`src/rtl/bus_arb2_pkg.sv`:
```
`timescale 1ns/1ps
// Package: shared types and field positions for the two-master bus arbiter.
// Assumes an 8-bit control register; field positions are fixed by decoding.
package bus_arb2_pkg;

    localparam int CTL_W     = 8;
    localparam int MODE_HI   = 7;
    localparam int MODE_LO   = 6;
    localparam int IARB_BIT  = 5;
    localparam int EARB_BIT  = 4;
    localparam int SHOW_BIT  = 3;
    localparam int CNT24_BIT = 0;

    // Writable bits of the control register; the rest read as zero.
    localparam logic [CTL_W-1:0] CTL_WMASK =
        (CTL_W'(1) << MODE_HI) | (CTL_W'(1) << MODE_LO) |
        (CTL_W'(1) << IARB_BIT) | (CTL_W'(1) << EARB_BIT) |
        (CTL_W'(1) << SHOW_BIT) | (CTL_W'(1) << CNT24_BIT);

    typedef enum logic [1:0] {
        SCH_ALTERNATE = 2'b00,
        SCH_PARK_CORE = 2'b01,
        SCH_PARK_DMA  = 2'b10,
        SCH_PARK_LAST = 2'b11
    } arb_scheme_e;

    typedef struct packed {
        arb_scheme_e scheme;
        logic        ext_arb;
    } arb_cfg_t;

endpackage

```
`src/rtl/bus_arb2_ctlreg.sv`:
```
`timescale 1ns/1ps
// Module: control register. It holds the scheme and the flag bits, masks the
// reserved bits on write and decodes the fields the arbiter needs.
// Assumes a single write strobe with no address decode at this level.
module bus_arb2_ctlreg
    import bus_arb2_pkg::*;
(
    input  logic             clk,
    input  logic             rst_n,
    input  logic             wr_en,
    input  logic [CTL_W-1:0] wdata,
    output logic [CTL_W-1:0] rdata,
    output arb_cfg_t         cfg
);

    logic [CTL_W-1:0] ctl_q;

    // Store the masked write data; clear everything on reset.
    always_ff @(posedge clk) begin
        if (!rst_n) begin
            ctl_q <= '0;
        end else if (wr_en) begin
            ctl_q <= wdata & CTL_WMASK;
        end
    end

    // Decode the fields that steer arbitration.
    always_comb begin
        rdata       = ctl_q;
        cfg.scheme  = arb_scheme_e'(ctl_q[MODE_HI:MODE_LO]);
        cfg.ext_arb = ctl_q[EARB_BIT];
    end

endmodule

```
`src/rtl/bus_arb2_policy.sv`:
```
`timescale 1ns/1ps
// Module: winner selection. Purely combinational. It resolves a contested cycle
// using the maximum-bandwidth flag, the external-arbitration fallback and
// the selected scheme. A lone requester always wins.
// Assumes last_dma and fresh come from registered state in the tracker.
module bus_arb2_policy
    import bus_arb2_pkg::*;
(
    input  arb_cfg_t cfg,
    input  logic     req_core,
    input  logic     req_dma,
    input  logic     dma_maxbw,
    input  logic     last_dma,
    input  logic     fresh,
    output logic     any_req,
    output logic     win_dma
);

    logic favour_dma;

    // Decide which master a contested cycle favours.
    always_comb begin
        if (dma_maxbw) begin
            favour_dma = 1'b1;
        end else if (cfg.ext_arb) begin
            favour_dma = 1'b0;
        end else begin
            unique case (cfg.scheme)
                SCH_ALTERNATE: favour_dma = fresh ? 1'b0 : ~last_dma;
                SCH_PARK_CORE: favour_dma = 1'b0;
                SCH_PARK_DMA:  favour_dma = 1'b1;
                SCH_PARK_LAST: favour_dma = last_dma;
                default:       favour_dma = 1'b0;
            endcase
        end
    end

    // Combine the preference with the actual requests.
    always_comb begin
        any_req = req_core | req_dma;
        if (req_core && req_dma) begin
            win_dma = favour_dma;
        end else begin
            win_dma = req_dma;
        end
    end

endmodule

```
`src/rtl/bus_arb2_track.sv`:
```
`timescale 1ns/1ps
// Module: ownership tracker. It holds the busy flag, the current or last
// owner, and a flag marking that no grant has occurred since reset.
// Assumes xfer_done is only meaningful while busy.
module bus_arb2_track (
    input  logic clk,
    input  logic rst_n,
    input  logic any_req,
    input  logic win_dma,
    input  logic xfer_done,
    output logic busy,
    output logic owner_dma,
    output logic fresh
);

    logic arb_point;

    // Arbitration happens when the bus is free or a transfer ends.
    always_comb arb_point = ~busy | xfer_done;

    // Update ownership at each arbitration point; otherwise hold.
    always_ff @(posedge clk) begin
        if (!rst_n) begin
            busy      <= 1'b0;
            owner_dma <= 1'b0;
            fresh     <= 1'b1;
        end else if (arb_point) begin
            if (any_req) begin
                busy      <= 1'b1;
                owner_dma <= win_dma;
                fresh     <= 1'b0;
            end else begin
                busy      <= 1'b0;
            end
        end
    end

endmodule

```
`src/rtl/bus_arb2.sv`:
```
`timescale 1ns/1ps
// Module: top of the two-master bus arbiter. It ties together the control
// register, the winner selection and the ownership tracker, and derives
// the one-hot grants from the tracked state.
// Assumes the masters hold their requests until granted.
module bus_arb2
    import bus_arb2_pkg::*;
(
    input  logic             clk,
    input  logic             rst_n,
    input  logic             reg_wr,
    input  logic [CTL_W-1:0] reg_wdata,
    output logic [CTL_W-1:0] reg_rdata,
    input  logic             req_core,
    input  logic             req_dma,
    input  logic             dma_maxbw,
    input  logic             xfer_done,
    output logic             gnt_core,
    output logic             gnt_dma,
    output logic             owner
);

    arb_cfg_t cfg;
    logic     any_req;
    logic     win_dma;
    logic     busy;
    logic     owner_dma;
    logic     fresh;

    bus_arb2_ctlreg u_ctl (
        .clk   (clk),
        .rst_n (rst_n),
        .wr_en (reg_wr),
        .wdata (reg_wdata),
        .rdata (reg_rdata),
        .cfg   (cfg)
    );

    bus_arb2_policy u_pol (
        .cfg       (cfg),
        .req_core  (req_core),
        .req_dma   (req_dma),
        .dma_maxbw (dma_maxbw),
        .last_dma  (owner_dma),
        .fresh     (fresh),
        .any_req   (any_req),
        .win_dma   (win_dma)
    );

    bus_arb2_track u_trk (
        .clk       (clk),
        .rst_n     (rst_n),
        .any_req   (any_req),
        .win_dma   (win_dma),
        .xfer_done (xfer_done),
        .busy      (busy),
        .owner_dma (owner_dma),
        .fresh     (fresh)
    );

    // Drive the grants from the registered ownership state.
    always_comb begin
        gnt_core = busy & ~owner_dma;
        gnt_dma  = busy &  owner_dma;
        owner    = owner_dma;
    end

endmodule

```
`config.mk`:
```
export PLATFORM = sky130hd
export DESIGN_NAME = bus_arb2
export DESIGN_NICKNAME = d
export VERILOG_FILES = /design/src/rtl/bus_arb2_pkg.sv /design/src/rtl/bus_arb2_ctlreg.sv /design/src/rtl/bus_arb2_policy.sv /design/src/rtl/bus_arb2_track.sv /design/src/rtl/bus_arb2.sv
export SDC_FILE = /design/constraint.sdc
export NUM_CORES = 1
export LEC_CHECK = 0
export ABC_AREA = 1
export BUFFER_PORTS_ARGS = -buffer_cell sky130_fd_sc_hd__buf_2
export CAP_MARGIN = 15
export CORE_MARGIN = 2
export CORE_UTILIZATION = 30
export CTS_BUF_LIST = sky130_fd_sc_hd__clkbuf_4
export CTS_CLUSTER_DIAMETER = 30
export DETAILED_ROUTE_END_ITERATION = 8
export HOLD_SLACK_MARGIN = 0.08
export PLACE_DENSITY_LB_ADDON = 0.2
export SYNTH_ARGS = -nofsm -noshare
export SYNTH_HDL_FRONTEND = slang
export SYNTH_SLANG_ARGS = --single-unit
```
`constraint.sdc`:
```
create_clock -name clk -period 1.5 [get_ports clk]
set_clock_uncertainty 0.05 [all_clocks]
set_input_delay 0.15 -clock clk [delete_from_list [all_inputs] [get_ports clk]]
set_output_delay 0.15 -clock clk [all_outputs]
set_load 0.1 [all_outputs]
```
==> run summary <==
Clock tree
* sky130_fd_sc_hd__clkbuf_4 — root buffer cell
* 0 — count of cells resized by post-cts repair
* 0.06 ns — clock-pin transition on the worst setup and hold timing paths
* yes — TritonCTS clock tree
* 9 — number of sinks on the clock net
* 2 — CTS Buffer Depth
* 1 — Clock H-tree levels
* 3 — cts bufs inserted
* 0.25 ns — source-to-sink clock delay at the later pin of the worst-skew pair

Setup path
* 0.41 ns — biggest cell delay along the critical path
* nand2_1 > clkinvlp_4 > buf_2 — list of cells traversed by the critical path
* u_trk.owner_dma — worst r2r dst
* 1.18 ns — data arrival time of the critical path
* flip-flop to output pin — category of the critical setup timing path
* 8 — worst-case reg-to-reg path depth
* 5 — largest fanout on the critical path
* u_ctl.rdata[6] — source of the worst register-to-register timing path
* sky130_fd_sc_hd__buf_2 — cell type of the slowest stage on the worst timing path
* 1.30 ns — critical path data required time
* flip-flop — Setup crit start kind
* output pin — Worst Setup End Kind
* 0.31 ns — register-to-register setup slack

Floorplan
* 1320 sq um — total core area
* 41.8 um — Horiz. Die Dim
* 1750 sq um — Die Footprint
* 13 — standard-cell row count
* 32.6% — starting density of the core
* 41.8 um — chip height
* 26 — I/O pins

STA
* false — setup repair after global routing missed its margin
* 92.0% — final worst path period share
* 0 — final count of negative-setup-slack endpoints
* 1.38 ns — time the final worst path needs with I/O delays and setup
* 0 — number of hold violations in the final report
* 0 — number of slew-limit violations in the final report
* 0.725 GHz — Max Clock Freq

Worst hold path
* u_trk.fresh — Hold Path Sink
* 2 — worst hold path cell count
* rst_n — launch point of the worst hold path
* primary input to flip-flop — min-delay worst type

Synth
* sky130_fd_sc_hd__dfxtp_1 — prevailing post-synth register cell
* 12 — distinct cell type count of the synthesized netlist
* sky130_fd_sc_hd__nor2_1 (17), sky130_fd_sc_hd__nand2_1 (10), sky130_fd_sc_hd__dfxtp_1 (9) — top cells by count, synth
* sky130_fd_sc_hd__dfxtp_1 (42%), sky130_fd_sc_hd__nor2_1 (15%), sky130_fd_sc_hd__o21ai_0 (9.3%) — leading cell types by total area after synthesis
* 0% — Synth async-reset ratio
* 62 — Post-Synthesis Cells
* 9 — total of flip-flops plus latches after synthesis
* 0 — number of synthesis warnings
* sky130_fd_sc_hd__dfxtp_1 — library cell occupying the most area in the post-synthesis netlist
* 42.0% — share of synthesized area occupied by flip-flops and latches
* 429 sq um — netlist area before placement
* 6.92 sq um — syn_area_per_cell
* 42.0% — proportion of netlist area held by the largest area contributor
* 0 — number of enable flip-flop cells after synthesis
* sky130_fd_sc_hd__nor2_1 — cell with the most instances after synthesis

GRT
* 1620 um — wire length of the first global-routing pass
* 0 — initial antenna violation count
* 10 — largest net degree at the start of global routing
* 408 — via count of the first global-routing pass
* 0 — aggregate global routing overflow
* 11.8% — Total GRT Usage

Routing
* 8.34 um — WL/cell
* 884 um — overall routed net length
* 1 — initial DRC count
* 0 — number of DRC violations after detailed routing
* 4.27 — via/cell ratio
* 0 — number of nets still failing antenna checks after routing
* 453 — total number of vias
* 2 — detailed-router iteration count before antenna repair

Pwr
* 0.333 nW — leakage power figure
* 0.000727 W — Final Total Pwr
* 517 uV — worst vdd rail ir drop
* 1140 nW/um^2 — power per standard cell area

Run status
* finished clean — run status

Placement
* 0.756 — global placer's final weighted congestion
* 21 — number of buffer cells added on primary ports
* 556 sq um — DP Area
* 714 um — detailed-placement wirelength estimate

Cells and area
* 109 — number of nets in the final layout
* 0 — count of antenna diodes in the layout
* 155 — number of filler instances in the final layout
* 636 sq um — Final Instance Area
* 37.4% — proportion of layout cells with a drive suffix above 1
* 48.1% — area growth from synthesis to final layout

Flow run
* 0 — max capacitance violation total

## through the flow
stage | utilization, % | hold slack (ns) | instances | TNS, ns | worst slack (ns)
final | 48.2 | 0.0881 | 106 | 0 | 0.120
after global routing | 48.2 | 0.0954 | 106 | 0 | 0.0507
after CTS | 48.2 | 0.0812 | 106 | 0 | 0.101
after detailed placement | 42.2 | 0.333 | 97 | 0 | 0.300
after global placement | 42.2 | 0.324 | 97 | 0 | 0.321
after floorplan | - | 0.169 | 63 | -0.0673 | -0.0673
## worst max path at each step
| stage | startpoint | endpoint | slack (ns) | cells after the start |
|---|---|---|---|---|
| 3_5_place_dp | u_ctl.rdata[6] | u_trk.owner_dma | 0.30 | 8 |
| 6_report | u_trk.owner_dma | gnt_dma | 0.12 | 3 |
| 5_1_grt | u_trk.owner_dma | gnt_dma | 0.05 | 3 |
| 4_1_cts | u_trk.owner_dma | gnt_dma | 0.10 | 3 |
| 3_3_place_gp | u_ctl.rdata[6] | u_trk.owner_dma | 0.32 | 8 |
| 2_1_floorplan | u_trk.owner_dma | gnt_core | -0.07 | 1 |
## routing by layer
metal	track usage [%]	vias up	part of all wire, %
met2	18.4	11	46
met3	3.04	0	4.2
met4	5.81	0	0
met1	14.9	198	50
li1	-	244	-
met5	0	-	0
## layout by cell type, fill, tap and decap left out, drive strengths merged
cell type,Yosys,final
ha,2,2
o21ai,8,8
inv,8,7
conb,1,2
o21a,1,1
clkinvlp,0,1
nand2,10,10
a21oi,2,2
buf,2,21
dlygate4sd3,0,5
dfxtp,9,9
nor2,19,19
clkbuf,0,4
## cell families after synthesis
family	count (synthesis)	share of synthesized area [%]
other	1	0.874
AO/OA/AOI/OAI	11	14.3
flip-flops	9	42.0
AND/OR/NAND/NOR	29	26.5
buffers and inverters	10	10.5
adder cells (fa/ha/maj)	2	5.83
## registers in the layout (all words and copies together) (netlist names)
register and count:
u_trk.fresh 1, u_trk.busy 1, u_ctl.rdata 6, u_trk.owner_dma 1
## power breakdown
group	switching, W	leakage (nW)	total, W	internal [W]
clock	0.0000824	0.0184	0.000203	0.000120
combinational	0.000199	0.238	0.000253	0.0000540
sequential	0.0000126	0.0765	0.000271	0.000258
## what timing repair did
item,4_1_cts,5_1_grt
hold buffers,5,0
endpoints found under the hold margin,5,0
endpoints found under the setup margin,0,0
buffers inserted,0,0
## worst max-delay path: cells and delay by family, from the launching register on
kind	cells	cell delay (ns)
buffers and inverters	2	0.47
DFF	1	0.36
and+or+nand+nor	1	0.09
## layout make-up
class                   instances  area (sq um)  area share, %
clock buffers                   4          30.0           4.72
well taps                      15          18.8           2.95
flip-flops and latches          9           188           29.5
multi-input cells              44           210           33.1
inverters                       8          33.8           5.31
repair buffers                 26           155           24.4
(Power assumes the default switching activity.)
